<file path="config.mk">
export PLATFORM = sky130hd
export DESIGN_NAME = can_fault_confine
export DESIGN_NICKNAME = d
export VERILOG_FILES = /design/src/rtl/canfc_pkg.sv /design/src/rtl/canfc_tec.sv /design/src/rtl/canfc_rec.sv /design/src/rtl/canfc_status.sv /design/src/rtl/can_fault_confine.sv
export SDC_FILE = /design/constraint.sdc
export NUM_CORES = 1
export LEC_CHECK = 0
export ABC_AREA = 1
export BUFFER_PORTS_ARGS = -buffer_cell sky130_fd_sc_hd__buf_2
export CORE_MARGIN = 2
export CORE_UTILIZATION = 25
export DETAILED_ROUTE_END_ITERATION = 8
export PLACE_DENSITY = 0.48
export SLEW_MARGIN = 5
export SYNTH_ARGS = -nofsm -noshare
export SYNTH_HDL_FRONTEND = slang
export SYNTH_SLANG_ARGS = --single-unit
</file>
<file path="constraint.sdc">
create_clock -name clk -period 8.4 [get_ports clk]
set_input_delay 1.68 -clock clk [delete_from_list [all_inputs] [get_ports clk]]
set_output_delay 1.68 -clock clk [all_outputs]
set_load 0.03 [all_outputs]
</file>
<file path="src/rtl/canfc_pkg.sv">
package canfc_pkg;
  typedef enum logic [1:0] {
    ST_ACTIVE  = 2'd0,
    ST_PASSIVE = 2'd1,
    ST_BUSOFF  = 2'd2
  } cf_state_e;
endpackage

</file>
<file path="src/rtl/canfc_tec.sv">
module canfc_tec #(
  parameter int TX_STEP      = 8,
  parameter int BUSOFF_TH    = 255,
  parameter int RECOV_EVENTS = 128,
  parameter int TEC_W        = 8
) (
  input  logic             clk,
  input  logic             rst,
  input  logic             freeze,
  input  logic             hold_recov,
  input  logic             in_bus_off,
  input  logic             tx_err,
  input  logic             arb_stuff,
  input  logic             flag_err,
  input  logic             tx_ok,
  input  logic             bus_free,
  output logic [TEC_W-1:0] tec_q,
  output logic [TEC_W-1:0] tec_nxt,
  output logic             enter_bus_off,
  output logic             recov_done
);
  localparam int SUM_W = TEC_W + 2;

  logic [SUM_W-1:0] inc;
  logic [SUM_W-1:0] sum;

  always_comb begin
    inc = '0;
    if (tx_err && !arb_stuff) inc = inc + SUM_W'(TX_STEP);
    if (flag_err)             inc = inc + SUM_W'(TX_STEP);
    sum           = {2'b00, tec_q} + inc;
    tec_nxt       = tec_q;
    enter_bus_off = 1'b0;
    recov_done    = 1'b0;
    if (in_bus_off) begin
      if (!hold_recov && bus_free) begin
        tec_nxt = tec_q - 1'b1;
        if (tec_q == TEC_W'(1)) recov_done = 1'b1;
      end
    end else if (!freeze) begin
      if (inc != '0) begin
        if (int'(sum) > BUSOFF_TH) begin
          enter_bus_off = 1'b1;
          tec_nxt       = TEC_W'(RECOV_EVENTS);
        end else begin
          tec_nxt = sum[TEC_W-1:0];
        end
      end else if (tx_ok && tec_q != '0) begin
        tec_nxt = tec_q - 1'b1;
      end
    end
  end

  always_ff @(posedge clk) begin
    if (rst) tec_q <= '0;
    else     tec_q <= tec_nxt;
  end


  rmode_tec_hold_chk: assert property (@(posedge clk) disable iff (rst)
    hold_recov |=> tec_q == $past(tec_q));


  tec_step_bound_chk: assert property (@(posedge clk) disable iff (rst)
    !in_bus_off |=> int'(tec_q) <= int'($past(tec_q)) + 2 * TX_STEP);


  flag_bump_chk: assert property (@(posedge clk) disable iff (rst)
    (flag_err && !freeze && !in_bus_off) |=> tec_q != $past(tec_q));
endmodule

</file>
<file path="src/rtl/canfc_rec.sv">
module canfc_rec #(
  parameter int RX_FLAG_STEP = 8,
  parameter int REC_MAX      = 255,
  parameter int REC_W        = 8
) (
  input  logic             clk,
  input  logic             rst,
  input  logic             freeze,
  input  logic             in_bus_off,
  input  logic             clear,
  input  logic             rx_err,
  input  logic             rx_flag_err,
  input  logic             rx_ok,
  output logic [REC_W-1:0] rec_q,
  output logic [REC_W-1:0] rec_nxt
);
  localparam int SUM_W = REC_W + 2;

  logic [SUM_W-1:0] inc;
  logic [SUM_W-1:0] sum;

  always_comb begin
    inc = '0;
    if (rx_err)      inc = inc + SUM_W'(1);
    if (rx_flag_err) inc = inc + SUM_W'(RX_FLAG_STEP);
    sum     = {2'b00, rec_q} + inc;
    rec_nxt = rec_q;
    if (clear) begin
      rec_nxt = '0;
    end else if (!in_bus_off && !freeze) begin
      if (inc != '0) begin
        if (int'(sum) > REC_MAX) rec_nxt = REC_W'(REC_MAX);
        else                     rec_nxt = sum[REC_W-1:0];
      end else if (rx_ok && rec_q != '0) begin
        rec_nxt = rec_q - 1'b1;
      end
    end
  end

  always_ff @(posedge clk) begin
    if (rst) rec_q <= '0;
    else     rec_q <= rec_nxt;
  end


  busoff_rec_hold_chk: assert property (@(posedge clk) disable iff (rst)
    (in_bus_off && !clear) |=> $stable(rec_q));


  rec_dec_chk: assert property (@(posedge clk) disable iff (rst)
    (rx_ok && !rx_err && !rx_flag_err && !freeze && !in_bus_off && rec_q != '0)
      |=> int'(rec_q) == int'($past(rec_q)) - 1);
endmodule

</file>
<file path="src/rtl/canfc_status.sv">
module canfc_status
  import canfc_pkg::*;
#(
  parameter int PASSIVE_TH = 128,
  parameter int TEC_W      = 8,
  parameter int REC_W      = 8,
  parameter int LIM_W      = 8
) (
  input  logic             clk,
  input  logic             rst,
  input  logic [TEC_W-1:0] tec_q,
  input  logic [REC_W-1:0] rec_q,
  input  logic [TEC_W-1:0] tec_nxt,
  input  logic [REC_W-1:0] rec_nxt,
  input  logic             enter_bus_off,
  input  logic             recov_done,
  input  logic [LIM_W-1:0] warn_limit,
  output cf_state_e        state_q,
  output logic             warn_q,
  output logic             irq_warn,
  output logic             irq_state
);
  cf_state_e state_n;
  logic      warn_n;

  always_comb begin
    if (enter_bus_off)            state_n = ST_BUSOFF;
    else if (recov_done)          state_n = ST_ACTIVE;
    else if (state_q == ST_BUSOFF) state_n = ST_BUSOFF;
    else if (int'(tec_nxt) >= PASSIVE_TH || int'(rec_nxt) >= PASSIVE_TH)
                                  state_n = ST_PASSIVE;
    else                          state_n = ST_ACTIVE;

    if (state_n == ST_BUSOFF) warn_n = warn_q;
    else warn_n = (int'(tec_nxt) >= int'(warn_limit)) ||
                  (int'(rec_nxt) >= int'(warn_limit));
  end

  always_ff @(posedge clk) begin
    if (rst) begin
      state_q   <= ST_ACTIVE;
      warn_q    <= 1'b0;
      irq_warn  <= 1'b0;
      irq_state <= 1'b0;
    end else begin
      state_q   <= state_n;
      warn_q    <= warn_n;
      irq_warn  <= (warn_n != warn_q);
      irq_state <= (state_n != state_q);
    end
  end


  no_warn_irq_busoff_chk: assert property (@(posedge clk) disable iff (rst)
    state_q == ST_BUSOFF |-> !irq_warn);


  warn_frozen_chk: assert property (@(posedge clk) disable iff (rst)
    (state_q == ST_BUSOFF && $past(state_q) == ST_BUSOFF) |-> $stable(warn_q));


  passive_level_chk: assert property (@(posedge clk) disable iff (rst)
    state_q == ST_PASSIVE |-> (int'(tec_q) >= PASSIVE_TH || int'(rec_q) >= PASSIVE_TH));


  warn_irq_edge_chk: assert property (@(posedge clk) disable iff (rst)
    irq_warn |-> warn_q != $past(warn_q));
endmodule

</file>
<file path="src/rtl/can_fault_confine.sv">
module can_fault_confine
  import canfc_pkg::*;
#(
  parameter int PASSIVE_TH   = 128,
  parameter int BUSOFF_TH    = 255,
  parameter int RECOV_EVENTS = 128,
  parameter int TX_STEP      = 8,
  parameter int RX_FLAG_STEP = 8,
  parameter int REC_MAX      = 255,
  parameter int LIM_W        = 8,
  localparam int TEC_W       = $clog2(BUSOFF_TH + 1),
  localparam int REC_W       = $clog2(REC_MAX + 1)
) (
  input  logic             clk,
  input  logic             rst,
  input  logic             reset_mode,
  input  logic             listen_only,
  input  logic [LIM_W-1:0] warn_limit,
  input  logic             tx_err,
  input  logic             arb_stuff,
  input  logic             tx_flag_err,
  input  logic             tx_ok,
  input  logic             rx_err,
  input  logic             rx_flag_err,
  input  logic             rx_ok,
  input  logic             bus_free,
  output logic [TEC_W-1:0] tec,
  output logic [REC_W-1:0] rec,
  output logic [1:0]       node_state,
  output logic             err_warn,
  output logic             irq_warn,
  output logic             irq_state
);
  logic             freeze;
  logic             in_bus_off;
  logic [TEC_W-1:0] tec_nxt;
  logic [REC_W-1:0] rec_nxt;
  logic             enter_bus_off;
  logic             recov_done;
  cf_state_e        state_q;

  assign freeze     = reset_mode | listen_only;
  assign in_bus_off = (state_q == ST_BUSOFF);
  assign node_state = state_q;

  canfc_tec #(
    .TX_STEP(TX_STEP), .BUSOFF_TH(BUSOFF_TH),
    .RECOV_EVENTS(RECOV_EVENTS), .TEC_W(TEC_W)
  ) u_tec (
    .clk(clk), .rst(rst), .freeze(freeze), .hold_recov(reset_mode),
    .in_bus_off(in_bus_off), .tx_err(tx_err), .arb_stuff(arb_stuff),
    .flag_err(tx_flag_err), .tx_ok(tx_ok), .bus_free(bus_free),
    .tec_q(tec), .tec_nxt(tec_nxt), .enter_bus_off(enter_bus_off),
    .recov_done(recov_done)
  );

  canfc_rec #(
    .RX_FLAG_STEP(RX_FLAG_STEP), .REC_MAX(REC_MAX), .REC_W(REC_W)
  ) u_rec (
    .clk(clk), .rst(rst), .freeze(freeze), .in_bus_off(in_bus_off),
    .clear(recov_done), .rx_err(rx_err), .rx_flag_err(rx_flag_err),
    .rx_ok(rx_ok), .rec_q(rec), .rec_nxt(rec_nxt)
  );

  canfc_status #(
    .PASSIVE_TH(PASSIVE_TH), .TEC_W(TEC_W), .REC_W(REC_W), .LIM_W(LIM_W)
  ) u_status (
    .clk(clk), .rst(rst), .tec_q(tec), .rec_q(rec), .tec_nxt(tec_nxt),
    .rec_nxt(rec_nxt), .enter_bus_off(enter_bus_off), .recov_done(recov_done),
    .warn_limit(warn_limit), .state_q(state_q), .warn_q(err_warn),
    .irq_warn(irq_warn), .irq_state(irq_state)
  );
endmodule

</file>
==> load_flow_metrics.sql, run 1 <==
INSERT INTO impl_metrics (metric_group, metric, value, unit) VALUES
('run_status', 'run_status', 'completed', ''),
('clock_network', 'cts_repair_resize_count', '0', ''),
('worst_setup_path', 'timing.critical_path.from_type', 'input pin', ''),
('routing', 'wl_met2', '2930', 'um'),
('die', 'die_x', '101', 'um'),
('clock_network', 'ctsHtreeMaxLevel', '1', ''),
('synthesis', 'synth_largest_area_cell', 'sky130_fd_sc_hd__dfxtp_1', ''),
('worst_setup_path', 'required', '8570', 'ps'),
('routing', 'final_antenna_net_count', '0', ''),
('clock_network', 'cts_hold_repair.buffers', '0', ''),
('synthesis', 'synth_nets', '409', ''),
('timing', 'final.period_utilization', '52.0', '%'),
('die', 'floorplan.initialDensity', '25.7', '%'),
('timing', 'finalWorstPathRequiredPeriod', '4360', 'ps'),
('synthesis', 'synth_most_common_cell', 'sky130_fd_sc_hd__nand2_1', ''),
('synthesis', 'netlist-cell-type-count', '43', ''),
('synthesis', 'mean_syn_cell_area', '6.52', 'sq um'),
('power_and_ir_drop', 'irDropWorstVdd', '48.5', 'uV'),
('routing', 'drc', '0', ''),
('power_and_ir_drop', 'leakage_power_figure', '0.00144', 'uW'),
('routing', 'routed_wl', '6190', 'um'),
('timing', 'finClkSkew', '3.06', 'ps'),
('cells_and_area', 'drive_gt1_share', '20.6', '%'),
('synthesis', 'post_synth_adder_cell_area', '14.6', '%'),
('clock_network', 'numCtsBuffers', '3', ''),
('synthesis', 'synth_top_family_by_area', 'simple AND/OR/NAND/NOR gates', ''),
('timing', 'clock.fmax', '229', 'MHz'),
('routing', 'routed_wire_length_per_instance', '12.1', 'um'),
('global_route', 'global_route_total_overflow', '0', ''),
('worst_setup_path', 'ff2ff_setup_slack', '4610', 'ps'),
('clock_network', 'tritoncts', 'done', ''),
('synthesis', 'synth_sequential_area_ratio', '17.8', '%'),
('routing', 'topRoutingLayerUsed', 'met4', ''),
('cells_and_area', 'num-fill-cells', '1057', ''),
('worst_hold_path', 'worstHoldStart', 'u_status.warn_q$_SDFF_PP0_', ''),
('routing', 'met3_wirelength', '198', 'um'),
('timing', 'slew_violations', '0', ''),
('die', 'design.die.area', '0.0102', 'sq mm'),
('synthesis', 'synth_area_leaders', 'sky130_fd_sc_hd__dfxtp_1 18%, sky130_fd_sc_hd__ha_1 14%, sky130_fd_sc_hd__nand2_1 13%', ''),
('synthesis', 'synth-warning-count', '0', ''),
('synthesis', 'synth.mux.area_fraction', '0', '%'),
('worst_setup_path', 'worstSetupEndpoint', 'u_status.irq_warn$_SDFF_PP0_', ''),
('synthesis', 'yosys_register_bits', '21', ''),
('synthesis', 'yosys.area_share.simple', '31.2', '%'),
('worst_setup_path', 'rr_endpoint', 'u_status.irq_warn$_SDFF_PP0_', ''),
('timing', 'timing.final.hold_violations', '0', ''),
('routing', 'routed-via-count', '2331', ''),
('synthesis', 'synth.cells.most_frequent', '80 x sky130_fd_sc_hd__nand2_1, 50 x sky130_fd_sc_hd__inv_1, 29 x sky130_fd_sc_hd__nor2_1, 26 x sky130_fd_sc_hd__ha_1', ''),
('routing', 'detail_route.first_pass.iterations', '4', ''),
('clock_network', 'clock_tree.root_cell', 'sky130_fd_sc_hd__clkbuf_8', ''),
('worst_setup_path', 'setup.worst_path.start', 'reset_mode', ''),
('clock_network', 'max_root_sink_buffers', '2', ''),
('routing', 'vias_per_cell', '4.57', ''),
('timing', 'worst-slew-pin-transition', '733', 'ps'),
('synthesis', 'synth_xor_area_share', '5.57', '%'),
('job', 'timing.max_cap.violations', '0', ''),
('cells_and_area', 'insertedDiodeCount', '0', ''),
('power_and_ir_drop', 'pwr_density_cell', '118', 'mW/mm^2'),
('worst_setup_path', 'timing.critical_path.arrival', '4530', 'ps'),
('worst_setup_path', 'r2r_cells', '21', ''),
('routing', 'first_iter_violations', '47', ''),
('global_route', 'number_of_global_route_vias_before_repair', '2216', ''),
('synthesis', 'synth_cells', '362', ''),
('timing', 'relSlewSlack', '51.0', '%'),
('timing', 'grt_setup_unrepaired', 'no', ''),
('synthesis', 'synth_top_area_share', '17.8', '%'),
('die', 'boundaryPins', '41', ''),
('place', 'dp_hpwl', '5040', 'um'),
('worst_hold_path', 'min_path_type', 'flip-flop to flip-flop', ''),
('die', 'core-area', '0.00920', 'sq mm'),
('clock_network', 'cts.sinks', '21', '');
routing by layer:
metal,vias up,global-route usage [%]
li1,1251,-
met1,1038,16.8
met2,38,22.3
met3,4,1.04
met4,0,2.18
met5,-,0
cell families after synthesis:
group	after synthesis
XOR/XNOR	15
flip-flops	21
buffers and inverters	71
AO/OA/AOI/OAI	68
adder cells (fa/ha/maj)	27
AND/OR/NAND/NOR	160
power breakdown:
group	internal, uW	switching (uW)
clock	33.1	37.3
sequential	106	11.1
combinational	46.3	82.4
through the flow:
step	util, %	hold slack (ps)	worst slack, ps	area, sq um	cells
after floorplan	-	641	4130	2360	362
after global placement	28.7	521	3750	2640	506
after detailed placement	28.7	527	3750	2640	506
after CTS	29.2	551	4030	2690	510
after global routing	29.2	594	3590	2690	510
final	29.2	544	4040	2690	510
sequential cells by signal, indices dropped and copies added, names as in the netlist:
signal,count
u_rec.rec_q,8
u_status.irq_state,1
u_status.irq_warn,1
u_status.state_q,2
u_status.warn_q,1
u_tec.tec_q,8
critical path, stage by stage:
cell,delay (ps)
sky130_fd_sc_hd__buf_2,100
sky130_fd_sc_hd__inv_2,40
sky130_fd_sc_hd__nand2_1,130
sky130_fd_sc_hd__nor2_1,610
sky130_fd_sc_hd__inv_1,210
sky130_fd_sc_hd__a21oi_1,210
sky130_fd_sc_hd__o21ai_0,120
sky130_fd_sc_hd__a21oi_2,160
sky130_fd_sc_hd__ha_1,250
sky130_fd_sc_hd__o21ai_0,70
sky130_fd_sc_hd__a21boi_0,90
sky130_fd_sc_hd__o21ai_0,140
sky130_fd_sc_hd__nand2_1,90
sky130_fd_sc_hd__nand2_1,60
sky130_fd_sc_hd__nand2_1,50
sky130_fd_sc_hd__a21oi_1,120
sky130_fd_sc_hd__nor2_1,50
sky130_fd_sc_hd__nor2_1,80
sky130_fd_sc_hd__nand2_1,90
sky130_fd_sc_hd__a21oi_1,140
sky130_fd_sc_hd__nor2_1,50
placed cells by master, fill, tap and decap left out, drive strengths merged, types with 3 or more instances in the layout:
cell / synthesis / final
nand2: 91 / 91
inv: 63 / 63
buf: 3 / 40
nor2: 35 / 35
ha: 26 / 26
o21ai: 25 / 25
nand3: 24 / 24
dfxtp: 21 / 21
a21oi: 21 / 21
xor2: 13 / 13
o211ai: 10 / 10
nand4: 3 / 3
clkbuf: 4 / 3
a31oi: 3 / 3
nor3: 3 / 3
worst min path at each step:
stage | slack (ps) | endpoint | cells past startpoint
floorplan | 640 | u_status.irq_warn$_SDFF_PP0_ | 2
global placement | 520 | u_status.irq_warn$_SDFF_PP0_ | 2
detailed placement | 530 | u_status.irq_warn$_SDFF_PP0_ | 2
CTS | 550 | u_status.irq_warn$_SDFF_PP0_ | 2
global route | 590 | u_status.irq_warn$_SDFF_PP0_ | 2
finish | 540 | u_status.irq_warn$_SDFF_PP0_ | 2
cell type report:
cell class	count	area, sq um	area share (%)
Sequential cell	21	420	15.7
Clock inverter	1	5.00	0.186
Timing Repair Buffer	40	200	7.46
Tap cell	111	139	5.17
Clock buffer	3	41.3	1.54
Multi-Input combinational cell	270	1640	61.0
Inverter	64	243	9.04
Power figures use the tool's default switching activity.
==> run 2, diff against run 1 <==
--- a/config.mk
+++ b/config.mk
@@ -5,12 +5,12 @@
 export SDC_FILE = /design/constraint.sdc
 export NUM_CORES = 1
 export LEC_CHECK = 0
-export ABC_AREA = 1
+export ABC_AREA = 0
 export BUFFER_PORTS_ARGS = -buffer_cell sky130_fd_sc_hd__buf_2
 export CORE_MARGIN = 2
 export CORE_UTILIZATION = 25
 export DETAILED_ROUTE_END_ITERATION = 8
-export PLACE_DENSITY = 0.48
+export PLACE_DENSITY = 0.5
 export SLEW_MARGIN = 5
 export SYNTH_ARGS = -nofsm -noshare
 export SYNTH_HDL_FRONTEND = slang
==> constraint.sdc (replaced) <==
create_clock -name clk -period 3.8 [get_ports clk]
set_input_delay 0.76 -clock clk [delete_from_list [all_inputs] [get_ports clk]]
set_output_delay 0.76 -clock clk [all_outputs]
set_load 0.03 [all_outputs]
==> load_flow_metrics.sql, run 2 <==
INSERT INTO impl_metrics (metric_group, metric, value, unit) VALUES
('synthesis', 'synth_cells', '295', ''),
('place', 'io_buffers', '40', ''),
('routing', 'vias_per_cell', '5.15', ''),
('place', 'gp_routability_congestion', '0.825', ''),
('timing', 'finalSetupViolCount', '0', ''),
('worst_setup_path', 'timing.critical_path.from_type', 'flip-flop', ''),
('power_and_ir_drop', 'power', '728', 'uW'),
('global_route', 'number_of_global_route_vias_before_repair', '2336', ''),
('worst_setup_path', 'worstSetupPathType', 'flip-flop to flip-flop', ''),
('worst_setup_path', 'timing.critical_path.arrival', '3870', 'ps'),
('synthesis', 'synth-edff-count', '0', ''),
('cells_and_area', 'insertedDiodeCount', '0', ''),
('global_route', 'grt_max_degree', '23', ''),
('routing', 'final_antenna_net_count', '0', ''),
('timing', 'slew_violations', '0', ''),
('cells_and_area', 'layout_top_registers', 'u_rec.rec_q: 8 flops, u_tec.tec_q: 8 flops, u_status.state_q: 2 flops', ''),
('global_route', 'groute.usage.overall', '14.7', '%'),
('power_and_ir_drop', 'leakage_power_figure', '0.00139', 'uW'),
('timing', 'timing.final.hold_violations', '0', ''),
('clock_network', 'cts.sinks', '21', ''),
('cells_and_area', 'num-fill-cells', '961', ''),
('timing', 'relSlewSlack', '65.8', '%'),
('die', 'rows', '34', ''),
('worst_setup_path', 'setup.worst_path.start', 'u_rec.rec_q[2]$_SDFF_PP0_', ''),
('routing', 'routed_wl', '7140', 'um'),
('place', 'dp_hpwl', '5560', 'um'),
('worst_setup_path', 'r2r_start', 'u_rec.rec_q[2]$_SDFF_PP0_', ''),
('global_route', 'number_of_antenna_violations_at_the_first_check_in_global_routing', '0', ''),
('global_route', 'grt_pass1_wl', '12000', 'um'),
('synthesis', 'synth_top_area_share', '18.5', '%'),
('synthesis', 'synth_sequential_area_ratio', '18.5', '%'),
('cells_and_area', 'fin_area', '0.00300', 'sq mm'),
('die', 'dieHeight', '99.2', 'um'),
('timing', 'finClkSkew', '3.75', 'ps'),
('worst_hold_path', 'worstHoldStart', 'u_status.warn_q$_SDFF_PP0_', ''),
('routing', 'first_iter_violations', '179', ''),
('worst_setup_path', 'worst-path-max-fanout', '4', ''),
('timing', 'clock.fmax', '271', 'MHz'),
('routing', 'routed_wire_length_per_instance', '15.1', 'um'),
('synthesis', 'synth_flop_cell', 'sky130_fd_sc_hd__dfxtp_1', ''),
('synthesis', 'synth_nets', '342', ''),
('timing', 'post-route-worst-setup-slack', '116', 'ps'),
('cells_and_area', 'finalNetCount', '414', ''),
('synthesis', 'synth_most_common_cell', 'sky130_fd_sc_hd__ha_1', ''),
('run_status', 'run_status', 'completed', ''),
('worst_setup_path', 'required', '3990', 'ps'),
('routing', 'routed-via-count', '2443', ''),
('die', 'boundaryPins', '41', ''),
('power_and_ir_drop', 'irDropWorstVdd', '146', 'uV'),
('clock_network', 'max_root_sink_buffers', '2', ''),
('synthesis', 'netlist-cell-type-count', '69', ''),
('timing', 'hold_slack', '575', 'ps'),
('synthesis', 'synth_area_leaders', 'sky130_fd_sc_hd__dfxtp_1 19%, sky130_fd_sc_hd__ha_1 14%, sky130_fd_sc_hd__a21oi_1 5.3%', ''),
('synthesis', 'synth.cells.most_frequent', '26 x sky130_fd_sc_hd__ha_1, 24 x sky130_fd_sc_hd__a21oi_1, 22 x sky130_fd_sc_hd__nor2_1, 21 x sky130_fd_sc_hd__dfxtp_1, 20 x sky130_fd_sc_hd__nor3_1', ''),
('routing', 'drc', '0', ''),
('worst_setup_path', 'worstSetupEndpoint', 'u_status.irq_warn$_SDFF_PP0_', ''),
('worst_setup_path', 'critical_path.endpoint_type', 'flip-flop', ''),
('die', 'floorplan.initialDensity', '25.9', '%'),
('clock_network', 'clkLatencyLatePin', '270', 'ps'),
('routing', 'detail_route.first_pass.iterations', '4', ''),
('timing', 'final.period_utilization', '97.0', '%'),
('place', 'placedInstanceArea', '0.00288', 'sq mm'),
('clock_network', 'clock_tree.root_cell', 'sky130_fd_sc_hd__clkbuf_8', ''),
('die', 'core-area', '0.00876', 'sq mm'),
('timing', 'worst-slew-pin-transition', '513', 'ps'),
('job', 'timing.max_cap.violations', '0', ''),
('cells_and_area', 'most-common-layout-cells', '40 x sky130_fd_sc_hd__buf_2, 40 x sky130_fd_sc_hd__buf_4, 23 x sky130_fd_sc_hd__a21oi_1', ''),
('synthesis', 'synth-warning-count', '0', ''),
('die', 'die_x', '99.2', 'um'),
('worst_setup_path', 'r2r_cells', '13', ''),
('worst_hold_path', 'min_path_type', 'flip-flop to flip-flop', ''),
('synthesis', 'synth_largest_area_cell', 'sky130_fd_sc_hd__dfxtp_1', ''),
('clock_network', 'ctsHtreeMaxLevel', '1', ''),
('cells_and_area', 'layout-area-overhead-vs-synth', '32.3', '%'),
('synthesis', 'synth_async_sr_flop_share', '0', '%'),
('worst_setup_path', 'rr_endpoint', 'u_status.irq_warn$_SDFF_PP0_', ''),
('synthesis', 'synthesis.area', '0.00227', 'sq mm'),
('timing', 'finalWorstPathRequiredPeriod', '3680', 'ps'),
('clock_network', 'numCtsBuffers', '3', ''),
('place', 'preCtsSetupSlack', '-171', 'ps'),
('synthesis', 'yosys_register_bits', '21', ''),
('global_route', 'global_route_total_overflow', '0', ''),
('worst_setup_path', 'ff2ff_setup_slack', '120', 'ps'),
('die', 'design.die.area', '0.00985', 'sq mm'),
('clock_network', 'path_clk_slew', '90', 'ps'),
('power_and_ir_drop', 'pwr_density_cell', '243', 'mW/mm^2'),
('cells_and_area', 'drive_gt1_share', '32.8', '%'),
('clock_network', 'tritoncts', 'done', ''),
('synthesis', 'mean_syn_cell_area', '7.69', 'sq um');
==> run 2: repair_timing <==
item,CTS,global route
endpoints found under the setup margin,0,2
hold buffers,0,0
setup buffers,0,4
gates resized for setup,0,10
==> run 2: kinds of logic (layout without fill, tap and decap cells) <==
group | Yosys count | count (layout) | share of synthesized area [%]
AOI/OAI and AO/OA | 83 | 83 | 24.7
muxes | 3 | 3 | 1.38
and+or+nand+nor | 123 | 123 | 31.8
buffers and inverters | 33 | 104 | 6.35
DFF | 21 | 21 | 18.5
adders and majority gates | 27 | 27 | 15.2
xor gates and xnor gates | 5 | 5 | 1.93
==> run 2: power breakdown <==
part           switching, uW  leakage, uW  internal [uW]
sequential              21.0     0.000172            234
combinational            176      0.00119            140
clock                   82.8    0.0000228           75.0
==> run 2: worst min path at each step <==
stage / endpoint / cells past startpoint
2_1_floorplan: u_status.warn_q$_SDFF_PP0_ / 2
3_5_place_dp: u_status.warn_q$_SDFF_PP0_ / 2
5_1_grt: u_status.warn_q$_SDFF_PP0_ / 2
4_1_cts: u_status.warn_q$_SDFF_PP0_ / 2
6_report: u_status.warn_q$_SDFF_PP0_ / 2
3_3_place_gp: u_status.warn_q$_SDFF_PP0_ / 2
==> run 2: final cells by class <==
cell class | count | area, sq um | area share, %
Tap cell | 108 | 135 | 4.50
Multi-Input combinational cell | 241 | 1810 | 60.3
Inverter | 19 | 71.3 | 2.38
Sequential cell | 21 | 420 | 14.0
Clock buffer | 4 | 45.0 | 1.50
Timing Repair Buffer | 81 | 520 | 17.3
==> run 2: worst max-delay path, cell delays in order (launching register included) <==
cell and delay [ps]:
sky130_fd_sc_hd__dfxtp_1 320, sky130_fd_sc_hd__or4_4 570, sky130_fd_sc_hd__or4_2 640, sky130_fd_sc_hd__and3_1 190, sky130_fd_sc_hd__a21oi_1 110, sky130_fd_sc_hd__o22ai_1 120
sky130_fd_sc_hd__nor2_1 120, sky130_fd_sc_hd__ha_1 250, sky130_fd_sc_hd__and4_4 210, sky130_fd_sc_hd__a221oi_2 260, sky130_fd_sc_hd__o31ai_1 100, sky130_fd_sc_hd__a311o_1 370
sky130_fd_sc_hd__o21ai_1 150, sky130_fd_sc_hd__nor4b_4 200
==> run 2: metrics by stage <==
stage | util [%] | TNS, ps | std cells
2_1_floorplan | - | 0 | 295
3_3_place_gp | 32.9 | -221 | 466
3_5_place_dp | 32.9 | -299 | 466
4_1_cts | 33.4 | 0 | 470
5_1_grt | 34.2 | -96.1 | 474
6_report | 34.2 | 0 | 474
==> run 2: routing by layer <==
layer	global-route usage, %	vias to the layer above	wire [um]
li1	-	1261	-
met1	21.5	1138	3720
met2	23.6	37	3150
met3	2.25	7	218
met4	1.90	0	52
met5	0	-	0
==> run 3, diff against run 2 <==
--- a/config.mk
+++ b/config.mk
@@ -10,6 +10,7 @@
 export CORE_MARGIN = 2
 export CORE_UTILIZATION = 25
 export DETAILED_ROUTE_END_ITERATION = 8
+export GPL_ROUTABILITY_DRIVEN = 0
 export PLACE_DENSITY = 0.5
 export SLEW_MARGIN = 5
 export SYNTH_ARGS = -nofsm -noshare
==> constraint.sdc (replaced) <==
create_clock -name clk -period 3.8 [get_ports clk]
set_input_delay 0.19 -clock clk [delete_from_list [all_inputs] [get_ports clk]]
set_output_delay 0.19 -clock clk [all_outputs]
set_load 0.03 [all_outputs]
==> load_flow_metrics.sql, run 3 (synthesis gave the netlist of run 2 again) <==
INSERT INTO impl_metrics (metric_group, metric, value, unit) VALUES
('timing', 'grt_setup_unrepaired', 'no', ''),
('timing', 'hold_slack', '375', 'ps'),
('worst_setup_path', 'timing.critical_path.arrival', '3700', 'ps'),
('power_and_ir_drop', 'irDropWorstVdd', '111', 'uV'),
('routing', 'routed_wire_length_per_instance', '14.9', 'um'),
('job', 'timing.max_cap.violations', '0', ''),
('clock_network', 'path_clk_slew', '90', 'ps'),
('timing', 'worst-slew-pin-transition', '530', 'ps'),
('clock_network', 'max_root_sink_buffers', '2', ''),
('routing', 'final_antenna_net_count', '0', ''),
('timing', 'final.setup.tns', '0', 'ps'),
('global_route', 'number_of_antenna_violations_at_the_first_check_in_global_routing', '0', ''),
('routing', 'met3_wirelength', '267', 'um'),
('worst_setup_path', 'worstSetupPathType', 'flip-flop to flip-flop', ''),
('routing', 'wl_met1', '3220', 'um'),
('die', 'rows', '34', ''),
('cells_and_area', 'layout_top_registers', 'u_rec.rec_q: 8 flops, u_tec.tec_q: 8 flops, u_status.state_q: 2 flops', ''),
('worst_setup_path', 'r2r_start', 'u_rec.rec_q[5]$_SDFF_PP0_', ''),
('place', 'dp_hpwl', '5590', 'um'),
('routing', 'drc', '0', ''),
('worst_hold_path', 'worstHoldStart', 'rst', ''),
('worst_setup_path', 'worst-path-max-fanout', '3', ''),
('routing', 'topRoutingLayerUsed', 'met4', ''),
('die', 'dieHeight', '99.2', 'um'),
('global_route', 'number_of_global_route_vias_before_repair', '2337', ''),
('clock_network', 'numCtsBuffers', '3', ''),
('cells_and_area', 'final_common_cell', 'sky130_fd_sc_hd__buf_2', ''),
('timing', 'slew_violations', '0', ''),
('worst_setup_path', 'critical_path.endpoint_type', 'flip-flop', ''),
('power_and_ir_drop', 'pwr_density_cell', '246', 'mW/mm^2'),
('clock_network', 'cts.sinks', '21', ''),
('global_route', 'grt_pass1_wl', '11300', 'um'),
('worst_setup_path', 'ff2ff_setup_slack', '240', 'ps'),
('worst_setup_path', 'r2r_cells', '13', ''),
('cells_and_area', 'num-fill-cells', '977', ''),
('place', 'io_buffers', '40', ''),
('cells_and_area', 'most-common-layout-cells', '40 x sky130_fd_sc_hd__buf_2, 26 x sky130_fd_sc_hd__ha_1, 25 x sky130_fd_sc_hd__buf_4', ''),
('die', 'core-area', '0.00876', 'sq mm'),
('timing', 'final.period_utilization', '93.8', '%'),
('worst_hold_path', 'min_delay_worst_endpoint', 'u_rec.rec_q[0]$_SDFF_PP0_', ''),
('cells_and_area', 'finalNetCount', '399', ''),
('clock_network', 'cts_hold_repair.buffers', '0', ''),
('timing', 'finalWorstPathRequiredPeriod', '3560', 'ps'),
('worst_setup_path', 'required', '3940', 'ps'),
('worst_hold_path', 'worst_hold_path.num_cells', '2', ''),
('timing', 'timing.final.hold_violations', '0', ''),
('worst_setup_path', 'rr_endpoint', 'u_status.irq_warn$_SDFF_PP0_', ''),
('cells_and_area', 'layout-area-overhead-vs-synth', '24.6', '%'),
('global_route', 'grt_max_degree', '23', ''),
('timing', 'finalSetupViolCount', '0', ''),
('die', 'boundaryPins', '41', ''),
('clock_network', 'clkLatencyLatePin', '260', 'ps'),
('power_and_ir_drop', 'leakage_power_figure', '0.00130', 'uW'),
('routing', 'vias_per_cell', '5.26', ''),
('worst_setup_path', 'timing.critical_path.from_type', 'flip-flop', ''),
('run_status', 'run_status', 'completed', ''),
('routing', 'routed_wl', '6840', 'um'),
('cells_and_area', 'multiInputGateArea', '0.00174', 'sq mm'),
('clock_network', 'tritoncts', 'done', ''),
('global_route', 'global_route_total_overflow', '0', ''),
('timing', 'finClkSkew', '7.99', 'ps'),
('die', 'floorplan.initialDensity', '25.9', '%'),
('die', 'design.die.area', '0.00985', 'sq mm'),
('clock_network', 'cts_repair_resize_count', '0', ''),
('routing', 'first_iter_violations', '65', ''),
('timing', 'clock.fmax', '281', 'MHz'),
('routing', 'routed-via-count', '2416', ''),
('clock_network', 'cts_setup_buffers', '0', ''),
('cells_and_area', 'drive_gt1_share', '27.6', '%'),
('worst_hold_path', 'min_path_type', 'input pin to flip-flop', ''),
('timing', 'relSlewSlack', '64.2', '%'),
('global_route', 'groute.usage.overall', '13.9', '%'),
('clock_network', 'clock_tree.root_cell', 'sky130_fd_sc_hd__clkbuf_8', ''),
('cells_and_area', 'seqCellArea', '423', 'sq um'),
('clock_network', 'ctsHtreeMaxLevel', '1', ''),
('cells_and_area', 'insertedDiodeCount', '0', ''),
('die', 'die_x', '99.2', 'um'),
('routing', 'detail_route.first_pass.iterations', '4', ''),
('routing', 'wl_met2', '3250', 'um');
run 3: cell count changes in the layout (fill, tap and decap cells not counted), sizes merged:
cell	before	now
buf	81	66
clkbuf	4	3
clkinv	0	1
run 3: per-layer routing:
metal | up-vias | global-route usage [%]
met2 | 53 | 24.1
li1 | 1230 | -
met4 | 0 | 3.79
met3 | 8 | 1.41
met5 | - | 0
met1 | 1125 | 18.3
run 3: final cells by class:
| type | instances | area share (%) |
|---|---|---|
| clock buffer | 3 | 1.46 |
| clock inverter | 1 | 0.177 |
| inverter | 19 | 2.53 |
| multi-input combinational | 241 | 61.6 |
| sequential | 21 | 15.0 |
| tap | 108 | 4.79 |
| timing repair buffer | 66 | 14.4 |
run 3: critical path: stages, from the launching register on:
cell	delay, ps
sky130_fd_sc_hd__dfxtp_1	310
sky130_fd_sc_hd__or4_4	530
sky130_fd_sc_hd__or4_2	650
sky130_fd_sc_hd__and3_1	210
sky130_fd_sc_hd__a21oi_2	110
sky130_fd_sc_hd__o22ai_2	100
sky130_fd_sc_hd__nor2_1	110
sky130_fd_sc_hd__ha_1	240
sky130_fd_sc_hd__and4_1	230
sky130_fd_sc_hd__a221oi_2	260
sky130_fd_sc_hd__o31ai_1	100
sky130_fd_sc_hd__a311o_1	320
sky130_fd_sc_hd__nor3_1	200
sky130_fd_sc_hd__nor4b_2	70
run 3: power breakdown:
group / total (uW) / leakage, uW / switching, uW / internal [uW]
logic: 291 / 0.00111 / 168 / 123
registers: 251 / 0.000173 / 16.9 / 234
clock network: 152 / 0.0000255 / 78.6 / 73.1
total: 694 / 0.00130 / 264 / 431
run 3: per-stage QoR:
step	worst slack (ps)	power [uW]	cell area (sq um)	utilization, %	cells
after floorplan	44.2	447	2270	-	295
after global placement	18.1	541	2740	31.3	455
after detailed placement	-113	544	2740	31.3	455
after CTS	46.7	703	2790	31.8	459
after global routing	28.4	746	2820	32.2	459
final	236	694	2820	32.2	459
run 3: worst max path at each step:
stage,startpoint,to,slack (ps),cells after the start
2_1_floorplan,u_rec.rec_q[5]$_SDFF_PP0_,u_status.irq_warn$_SDFF_PP0_,40,13
3_3_place_gp,arb_stuff,u_status.irq_warn$_SDFF_PP0_,20,16
3_5_place_dp,arb_stuff,u_status.irq_warn$_SDFF_PP0_,-110,16
4_1_cts,u_rec.rec_q[0]$_SDFF_PP0_,u_status.irq_warn$_SDFF_PP0_,50,15
5_1_grt,u_rec.rec_q[5]$_SDFF_PP0_,u_status.irq_warn$_SDFF_PP0_,30,13
6_report,u_rec.rec_q[5]$_SDFF_PP0_,u_status.irq_warn$_SDFF_PP0_,240,13
